[src/rtl/uart_tx_pkg.sv]
package uart_tx_pkg;

   // Frame options captured with each queued word
   typedef struct packed {
      logic len7;
      logic par_en;
      logic two_stop;
   } fmt_t;

endpackage

[src/rtl/uart_tx_cs_edge.sv]
module uart_tx_cs_edge #(
   parameter int SYNC_STAGES = 2
) (
   input  logic clk,
   input  logic rst_n,
   input  logic cs_n,
   output logic rise
);
   logic cs_s;
   logic cs_q;

   generate
      if (SYNC_STAGES == 0) begin : g_direct
         assign cs_s = cs_n;
      end else if (SYNC_STAGES == 1) begin : g_one
         logic sh;
         always_ff @(posedge clk or negedge rst_n) begin
            if (!rst_n) sh <= 1'b1;
            else        sh <= cs_n;
         end
         assign cs_s = sh;
      end else begin : g_chain
         logic [SYNC_STAGES-1:0] sh;
         always_ff @(posedge clk or negedge rst_n) begin
            if (!rst_n) sh <= '1;
            else        sh <= {sh[SYNC_STAGES-2:0], cs_n};
         end
         assign cs_s = sh[SYNC_STAGES-1];
      end
   endgenerate

   always_ff @(posedge clk or negedge rst_n) begin
      if (!rst_n) cs_q <= 1'b1;
      else        cs_q <= cs_s;
   end

   assign rise = cs_s & ~cs_q;
endmodule

[src/rtl/uart_tx_hold.sv]
module uart_tx_hold
   import uart_tx_pkg::*;
#(
   parameter int DATA_W = 8
) (
   input  logic              clk,
   input  logic              rst_n,
   input  logic              rise,
   input  logic              hold_tx,
   input  logic [DATA_W-1:0] wr_data,
   input  logic              wr_parity,
   input  logic              wr_rts,
   input  fmt_t              fmt_in,
   input  logic              take,
   output logic              rts,
   output logic              full,
   output logic [DATA_W-1:0] word_data,
   output logic              word_par,
   output fmt_t              word_fmt
);
   logic load;
   assign load = rise & ~hold_tx;

   always_ff @(posedge clk or negedge rst_n) begin
      if (!rst_n) begin
         rts       <= 1'b0;
         full      <= 1'b0;
         word_data <= '0;
         word_par  <= 1'b0;
         word_fmt  <= '0;
      end else begin
         if (rise) rts <= wr_rts;
         if (load) begin
            word_data <= wr_data;
            word_par  <= wr_parity;
            word_fmt  <= fmt_in;
            full      <= 1'b1;
         end else if (take) begin
            full <= 1'b0;
         end
      end
   end
endmodule

[src/rtl/uart_tx_frame.sv]
module uart_tx_frame
   import uart_tx_pkg::*;
#(
   parameter int DATA_W = 8
) (
   input  logic              clk,
   input  logic              rst_n,
   input  logic              tick,
   input  logic              full,
   input  logic [DATA_W-1:0] data,
   input  logic              par,
   input  fmt_t              fmt,
   output logic              take,
   output logic              busy,
   output logic              tx
);
   localparam int FRAME_W = DATA_W + 4;
   localparam int CNT_W   = $clog2(FRAME_W + 1);

   logic [FRAME_W-1:0] sreg;
   logic [FRAME_W-1:0] nxt_frame;
   logic [CNT_W-1:0]   cnt;
   logic [CNT_W-1:0]   nxt_len;
   logic               last;

   // Assemble start, data, optional parity and stop bits; padding is 1
   always_comb begin
      int pos;
      nxt_frame    = '1;
      nxt_frame[0] = 1'b0;
      for (int i = 0; i < DATA_W; i++) begin
         if (!(fmt.len7 && i == DATA_W - 1)) nxt_frame[1 + i] = data[i];
      end
      pos = fmt.len7 ? DATA_W : DATA_W + 1;
      if (fmt.par_en) begin
         nxt_frame[pos] = par;
         pos = pos + 1;
      end
      nxt_len = CNT_W'(pos + (fmt.two_stop ? 2 : 1));
   end

   assign last = busy && (cnt == CNT_W'(1));
   assign take = tick && full && (!busy || last);

   always_ff @(posedge clk or negedge rst_n) begin
      if (!rst_n) begin
         busy <= 1'b0;
         sreg <= '1;
         cnt  <= '0;
      end else if (tick) begin
         if (take) begin
            sreg <= nxt_frame;
            cnt  <= nxt_len;
            busy <= 1'b1;
         end else if (last) begin
            busy <= 1'b0;
         end else if (busy) begin
            sreg <= {1'b1, sreg[FRAME_W-1:1]};
            cnt  <= cnt - CNT_W'(1);
         end
      end
   end

   assign tx = busy ? sreg[0] : 1'b1;
endmodule

[src/rtl/uart_tx_ctl.sv]
module uart_tx_ctl
   import uart_tx_pkg::*;
#(
   parameter int DATA_W      = 8,
   parameter int SYNC_STAGES = 2
) (
   input  logic              clk,
   input  logic              rst_n,
   input  logic              baud_tick,
   input  logic              cs_n,
   input  logic [DATA_W-1:0] wr_data,
   input  logic              wr_parity,
   input  logic              wr_rts,
   input  logic              cfg_len7,
   input  logic              cfg_par_en,
   input  logic              cfg_two_stop,
   input  logic              hold_tx,
   input  logic              irq_mask,
   output logic              tx,
   output logic              rts,
   output logic              buf_empty,
   output logic              irq
);
   generate
      if (DATA_W < 5 || DATA_W > 12) begin : g_bad_width
         $error("uart_tx_ctl: DATA_W must lie in 5..12");
      end
      if (SYNC_STAGES < 0 || SYNC_STAGES > 3) begin : g_bad_sync
         $error("uart_tx_ctl: SYNC_STAGES must lie in 0..3");
      end
   endgenerate

   logic              cs_rise;
   logic              word_full;
   logic              frm_take;
   logic              frm_busy;
   logic [DATA_W-1:0] word_data;
   logic              word_par;
   fmt_t              word_fmt;
   fmt_t              fmt_in;

   assign fmt_in = '{len7: cfg_len7, par_en: cfg_par_en, two_stop: cfg_two_stop};

   uart_tx_cs_edge #(.SYNC_STAGES(SYNC_STAGES)) edge_i (
      .clk  (clk),
      .rst_n(rst_n),
      .cs_n (cs_n),
      .rise (cs_rise)
   );

   uart_tx_hold #(.DATA_W(DATA_W)) hold_i (
      .clk      (clk),
      .rst_n    (rst_n),
      .rise     (cs_rise),
      .hold_tx  (hold_tx),
      .wr_data  (wr_data),
      .wr_parity(wr_parity),
      .wr_rts   (wr_rts),
      .fmt_in   (fmt_in),
      .take     (frm_take),
      .rts      (rts),
      .full     (word_full),
      .word_data(word_data),
      .word_par (word_par),
      .word_fmt (word_fmt)
   );

   uart_tx_frame #(.DATA_W(DATA_W)) frame_i (
      .clk (clk),
      .rst_n(rst_n),
      .tick(baud_tick),
      .full(word_full),
      .data(word_data),
      .par (word_par),
      .fmt (word_fmt),
      .take(frm_take),
      .busy(frm_busy),
      .tx  (tx)
   );

   assign buf_empty = ~word_full;
   assign irq       = buf_empty & irq_mask;
endmodule

[config.mk]
export PLATFORM = sky130hd
export DESIGN_NAME = uart_tx_ctl
export DESIGN_NICKNAME = d
export VERILOG_FILES = /design/src/rtl/uart_tx_pkg.sv /design/src/rtl/uart_tx_cs_edge.sv /design/src/rtl/uart_tx_hold.sv /design/src/rtl/uart_tx_frame.sv /design/src/rtl/uart_tx_ctl.sv
export SDC_FILE = /design/constraint.sdc
export NUM_CORES = 1
export LEC_CHECK = 0
export BUFFER_PORTS_ARGS = -buffer_cell sky130_fd_sc_hd__buf_4
export CORE_MARGIN = 5
export CORE_UTILIZATION = 50
export CTS_BUF_LIST = sky130_fd_sc_hd__clkbuf_4
export CTS_CLUSTER_SIZE = 10
export DETAILED_ROUTE_END_ITERATION = 10
export GPL_TIMING_DRIVEN = 0
export PLACE_DENSITY = 0.74
export RECOVER_POWER = 50
export SLEW_MARGIN = 20
export SYNTH_ARGS = -nofsm -noshare
export SYNTH_HDL_FRONTEND = slang
export SYNTH_SLANG_ARGS = --single-unit
[constraint.sdc]
create_clock -name clk -period 1.9 [get_ports clk]
set_input_delay 0.38 -clock clk [delete_from_list [all_inputs] [get_ports clk]]
set_output_delay 0.38 -clock clk [all_outputs]
set_load 0.005 [all_outputs]
==> flow_summary.json, run 1 <==
{
  "master_cell_of_the_clock_root_buffer": "sky130_fd_sc_hd__clkbuf_4",
  "route.vias.total": 1008,
  "synth_cell_types": 29,
  "first_global_vias": 1019,
  "worstSkewPairLatency_ns": 0.33,
  "antenna_found_initial": 0,
  "cp-start-kind": "register",
  "clock_sinks": 32,
  "critical_path_required_ns": 2.11,
  "cp.arrival_ns": 2.07,
  "routed_via_count_divided_by_cell_count": 5.36,
  "final_antenna_net_count": 0,
  "die_ar_mm2": 0.00410,
  "dr.first_iter.drc_count": 55,
  "most-common-layout-cells": "sky130_fd_sc_hd__buf_4, sky130_fd_sc_hd__dfrtp_1, sky130_fd_sc_hd__dfstp_2",
  "fmax_mhz": 536,
  "floorplan.initialDensity_pct": 52.5,
  "post-route-min-period_ns": 1.86,
  "regArea_um2": 817,
  "drcViolationCount": 0,
  "yosys_warning_total": 0,
  "yosysTopAreaCell": "sky130_fd_sc_hd__dfrtp_1",
  "power_density_mw_per_mm2": 1170,
  "highest_net_fanout_along_the_worst_path": 6,
  "routed_wirelength_um": 2780,
  "worst_clock_skew_ns": 0.0156,
  "placement_rows": 19,
  "wl_per_cell_um": 14.8,
  "grt_max_degree": 33,
  "cts.path.max_buffers": 2,
  "syn_area_per_cell_um2": 12.1,
  "std_cell_core_area_mm2": 0.00278,
  "die-height_um": 64.1,
  "place_congestion": 0.767,
  "grt-ovfl-total": 0,
  "cp-end-kind": "register",
  "worstMarginPinSlew_ns": 0.772,
  "ys_top_cells_by_area": "sky130_fd_sc_hd__dfrtp_1, sky130_fd_sc_hd__dfstp_2, sky130_fd_sc_hd__mux2_2",
  "p_leak_uw": 0.000802,
  "synth_sequential_area_ratio_pct": 55.9,
  "synth_area_mm2": 0.00146,
  "report.final.slew_viol_count": 0,
  "max_cap_violations": 0,
  "path_class": "register to register",
  "total_nets_after_synthesis": 145,
  "cts-buffers-inserted": 5,
  "firstDrtPassIters": 4,
  "hp-class": "primary input to register",
  "io_buffers": 22,
  "final_net_count": 180,
  "post-route-util_pct": 65.0,
  "htree_num_levels": 2,
  "final_min_period_over_clock_period_pct": 98.1,
  "final.setup.tns_ns": 0,
  "dp_hpwl_um": 1910,
  "timing.final.hold_violations": 0,
  "mostFrequentLayoutCell": "sky130_fd_sc_hd__buf_4",
  "fill_cells": 237,
  "area_delta_synth_final_pct": 23.7,
  "chipWidth_um": 64.1,
  "antennaDiodeCount": 0,
  "layout-drive-gt1-share_pct": 45.9,
  "ys_seq_elements": 32,
  "multi_input_area_um2": 612,
  "synthesized_netlist_cell_count": 121,
  "worst_setup_hold_path_clk_slew_ns": 0.10,
  "grt_first_pass_wirelength_um": 4510,
  "io_pins": 23,
  "outcome": "complete, no violations",
  "report.final.setup_viol": 0,
  "grtUsageTotal_pct": 14.6,
  "tritoncts": "yes",
  "vdd_ir_drop_max_mv": 0.806,
  "synth_largest_type_area_fraction_pct": 32.5,
  "max_slew_margin_pct": 48.5
}
## cells in the mapped netlist (all sizes together)
cell type / n
xnor2: 1
a21oi: 9
buf: 3
dfrtp: 19
nand2: 8
a221o: 1
o2bb2ai: 1
nor2: 12
a41oi: 1
dfstp: 13
nand2b: 3
inv: 7
nor3: 2
a22oi: 2
o21ai: 6
fa: 1
or3: 1
or3b: 1
nor4b: 1
ha: 4
or2: 1
nor2b: 1
mux2: 10
mux2i: 10
a21o: 2
a31oi: 1
## routing by layer
metal / up-vias / GRT usage (%) / share of wire, % / wire, um
li1: 486 / - / - / -
met1: 499 / 15.1 / 43 / 1190
met2: 17 / 24.6 / 50 / 1390
met3: 6 / 6.83 / 4.9 / 136
met4: 0 / 7.01 / 2.0 / 56
met5: - / 0 / 0 / 0
## sequential cells by signal, indices dropped and copies added, names as in the netlist
signal,cells
edge_i.cs_q,1
edge_i.g_chain.sh,2
frame_i.busy,1
frame_i.cnt,4
frame_i.sreg,10
hold_i.full,1
hold_i.rts,1
hold_i.word_data,8
hold_i.word_fmt,3
hold_i.word_par,1
## worst max-delay path, stage by stage, from the launching register on
cell and delay [ns]:
sky130_fd_sc_hd__dfrtp_1 0.41, sky130_fd_sc_hd__inv_2 0.09, sky130_fd_sc_hd__ha_4 0.12, sky130_fd_sc_hd__or3b_4 0.40, sky130_fd_sc_hd__a21oi_4 0.28, sky130_fd_sc_hd__buf_4 0.17
sky130_fd_sc_hd__mux2i_1 0.16, sky130_fd_sc_hd__a22oi_1 0.12
## kinds of logic after synthesis
logic type,Yosys count,share of synthesized area [%]
buf+inv,10,3.85
flops,32,55.9
fa+ha+maj,5,4.79
mux,20,14.6
xor+xnor,1,0.599
compound gates,23,10.4
simple gates,30,9.85
## power by group
group | switching [uW] | leakage (uW) | internal [uW]
registers | 147 | 0.000361 | 939
clock network | 219 | 0.0000338 | 171
logic | 295 | 0.000407 | 346
## final timing paths
kind                                       from  cells after the start  slack (ns)                   end
setup reg to reg                 frame_i.cnt[1]                      7        0.04        frame_i.cnt[2]
hold / removal                             cs_n                      1        0.16  edge_i.g_chain.sh[0]
setup / recovery                 frame_i.cnt[1]                      7        0.04        frame_i.cnt[2]
hold reg to reg            edge_i.g_chain.sh[0]                      0        0.36  edge_i.g_chain.sh[1]
max in group asynchronous                 rst_n                      2        0.76   hold_i.word_data[5]
min in group asynchronous                 rst_n                      2        0.64        frame_i.cnt[3]
## per-stage QoR
stage / area [um2] / hold slack [ns] / power [uW] / setup slack [ns] / std cells
2_1_floorplan: 1460 / 0.0844 / 1480 / 0.153 / 121
3_3_place_gp: 1670 / 0.332 / 1630 / 0.0223 / 174
3_5_place_dp: 1670 / 0.334 / 1670 / -0.0244 / 174
4_1_cts: 1740 / 0.139 / 2070 / 0.00765 / 183
5_1_grt: 1810 / 0.121 / 2280 / -0.0452 / 188
6_report: 1810 / 0.162 / 2120 / 0.0353 / 188
## area by class of cell
cell class / count / area share (%)
tap: 31 / 2.15
multi-input combinational: 79 / 33.8
sequential: 32 / 45.2
inverter: 7 / 1.45
timing repair buffer: 28 / 12.6
clock inverter: 1 / 0.208
buffer: 3 / 1.66
clock buffer: 7 / 2.91
## what timing repair did
action                                  4_1_cts  5_1_grt
hold buffers                                  1        0
gates resized for setup                       2        5
pin swaps                                     0        2
endpoints found under the setup margin        5       10
hold endpoints to repair                     19        0
buffers inserted                              0        4
gates cloned                                  0        1
No activity file was read; power rests on OpenSTA's default activity.
==> run 2: changes to the inputs <==
--- a/config.mk
+++ b/config.mk
@@ -5,7 +5,7 @@
 export SDC_FILE = /design/constraint.sdc
 export NUM_CORES = 1
 export LEC_CHECK = 0
-export BUFFER_PORTS_ARGS = -buffer_cell sky130_fd_sc_hd__buf_4
+export BUFFER_PORTS_ARGS = -buffer_cell sky130_fd_sc_hd__clkbuf_2
 export CORE_MARGIN = 5
 export CORE_UTILIZATION = 50
 export CTS_BUF_LIST = sky130_fd_sc_hd__clkbuf_4
==> constraint.sdc (replaced) <==
create_clock -name clk -period 1.9 [get_ports clk]
set_input_delay 0.38 -clock clk [delete_from_list [all_inputs] [get_ports clk]]
set_output_delay 0.38 -clock clk [all_outputs]
set_load 0.1 [all_outputs]
==> flow_summary.json, run 2 (synthesized netlist as in run 1, its figures left out) <==
{
  "floorplan.initialDensity_pct": 52.5,
  "final_min_period_over_clock_period_pct": 97.3,
  "mostFrequentLayoutCell": "sky130_fd_sc_hd__clkbuf_2",
  "p_leak_uw": 0.000768,
  "final_antenna_net_count": 0,
  "r2r-end": "frame_i.cnt[1]",
  "critical_path_required_ns": 2.12,
  "place_congestion": 0.841,
  "grt_max_degree": 33,
  "rr_startpoint": "hold_i.word_fmt[1]",
  "std_cell_core_area_mm2": 0.00278,
  "antenna_found_initial": 0,
  "outcome": "finished with violations",
  "power.share.sequential_pct": 47.0,
  "htree_num_levels": 2,
  "highest_net_fanout_along_the_worst_path": 4,
  "total_switching_power_uw": 774,
  "die-height_um": 64.1,
  "cp-endpoint": "frame_i.cnt[1]",
  "firstDrtPassIters": 4,
  "cp-end-kind": "register",
  "die_ar_mm2": 0.00410,
  "cp.arrival_ns": 2.07,
  "cp-start-kind": "register",
  "placed_cell_area_mm2": 0.00161,
  "route.vias.total": 1015,
  "post-route-min-period_ns": 1.85,
  "worstMarginPinSlew_ns": 1.65,
  "largest_register_ffs": 10,
  "dp_hpwl_um": 1890,
  "worstSkewPairLatency_ns": 0.33,
  "routed_via_count_divided_by_cell_count": 5.55,
  "wl_per_cell_um": 14.4,
  "rsz0062_at_grt": "false",
  "crit_path_launch": "hold_i.word_fmt[1]",
  "final.setup.tns_ns": 0,
  "grtUsageTotal_pct": 14.9,
  "critical_path.slowest_cell": "sky130_fd_sc_hd__dfrtp_1",
  "report.final.setup_viol": 0,
  "design_area_mm2": 0.00171,
  "dr.first_iter.drc_count": 49,
  "io_buffers": 22,
  "placement_rows": 19,
  "max_cap_violations": 1,
  "worst_setup_hold_path_clk_slew_ns": 0.10,
  "min_from": "cs_n",
  "top_regs": "frame_i.sreg: 10 flops, hold_i.word_data: 8 flops, frame_i.cnt: 4 flops",
  "clock_sinks": 32,
  "most-common-layout-cells": "sky130_fd_sc_hd__clkbuf_2, sky130_fd_sc_hd__dfrtp_1, sky130_fd_sc_hd__dfstp_2",
  "post-route-util_pct": 61.5,
  "final_net_count": 175,
  "worst_clock_skew_ns": 0.00495,
  "grt-ovfl-total": 0,
  "largest-register": "frame_i.sreg",
  "cts_hold_buf": 0,
  "drcViolationCount": 0,
  "power.clock.fraction_pct": 22.8,
  "cts-buffers-inserted": 5,
  "area_delta_synth_final_pct": 17.0,
  "cts.path.max_buffers": 2,
  "reg2reg_setup_slack_ns": 0.05,
  "power_density_mw_per_mm2": 1340,
  "tritoncts": "yes",
  "worst-r2r-cell-count": 4,
  "chipWidth_um": 64.1,
  "timing.final.hold_violations": 0,
  "fmax_mhz": 541,
  "antennaDiodeCount": 0,
  "io_pins": 23,
  "routed_wirelength_um": 2630,
  "p_int_uw": 1520,
  "max_slew_margin_pct": -10.0,
  "power.combinational.fraction_pct": 30.2,
  "worst_path_largest_cell_delay_ns": 0.43,
  "layout-drive-gt1-share_pct": 42.8,
  "grt_first_pass_wirelength_um": 4890,
  "failed_checks": "capacitance limit, slew limit",
  "fill_cells": 211,
  "master_cell_of_the_clock_root_buffer": "sky130_fd_sc_hd__clkbuf_4",
  "vdd_ir_drop_max_mv": 0.965,
  "path_cells": "ha_1, ha_1, fa_1, a221o_2",
  "path_class": "register to register",
  "report.final.slew_viol_count": 33,
  "first_global_vias": 1063,
  "path_common_cell": "sky130_fd_sc_hd__ha_1",
  "hp-class": "primary input to register",
  "switching_share_pct": 33.7
}
[run 2: routing by layer]
layer | GRT usage [%] | vias to the layer above | share of wire (%)
met2 | 24.2 | 22 | 51
met1 | 18.6 | 506 | 43
met4 | 5.97 | 0 | 1.6
met5 | 0 | - | 0
met3 | 4.03 | 7 | 4.7
li1 | - | 480 | -
[run 2: worst min-delay path by stage]
stage | end | slack [ns] | depth (start not counted)
floorplan | frame_i.busy | 0.08 | 0
global placement | edge_i.g_chain.sh[1] | 0.35 | 0
detailed placement | edge_i.g_chain.sh[1] | 0.35 | 0
CTS | edge_i.g_chain.sh[0] | 0.11 | 1
global route | edge_i.g_chain.sh[0] | 0.11 | 1
finish | edge_i.g_chain.sh[0] | 0.12 | 1
[run 2: critical path: cells and delay by family (launching register included)]
kind,cells,cell delay [ns]
adders and majority gates,3,0.94
AOI/OAI and AO/OA,1,0.36
DFF,1,0.43
[run 2: repair_timing]
action / 4_1_cts / 5_1_grt
endpoints found under the setup margin: 2 / 13
buffers inserted: 0 / 1
hold endpoints to repair: 0 / 0
gates resized for setup: 1 / 2
pin swaps: 0 / 1
[run 2: power by group through the flow]
stage	Clock, uW	Combinational, uW	Sequential, uW
2_1_floorplan	0	529	1070
3_3_place_gp	0	655	1080
3_5_place_dp	0	695	1090
4_1_cts	531	699	1080
5_1_grt	567	776	1110
6_report	523	694	1080
[run 2: final cells by class]
type | count | area [um2] | share of cell area, %
Buffer | 3 | 30.0 | 1.76
Sequential cell | 32 | 817 | 47.8
Inverter | 7 | 26.3 | 1.54
Clock inverter | 2 | 35.0 | 2.05
Tap cell | 31 | 38.8 | 2.27
Clock buffer | 6 | 45.0 | 2.63
Multi-Input combinational cell | 79 | 602 | 35.2
Timing Repair Buffer | 23 | 116 | 6.80
[run 2: stage by stage]
step	power, uW	worst slack (ns)	instances	hold slack, ns
floorplan	1600	0.153	121	0.0844
global placement	1730	0.0428	174	0.349
detailed placement	1780	-0.00344	174	0.347
CTS	2310	0.0253	182	0.115
global route	2460	0.00404	183	0.114
finish	2300	0.0510	183	0.122
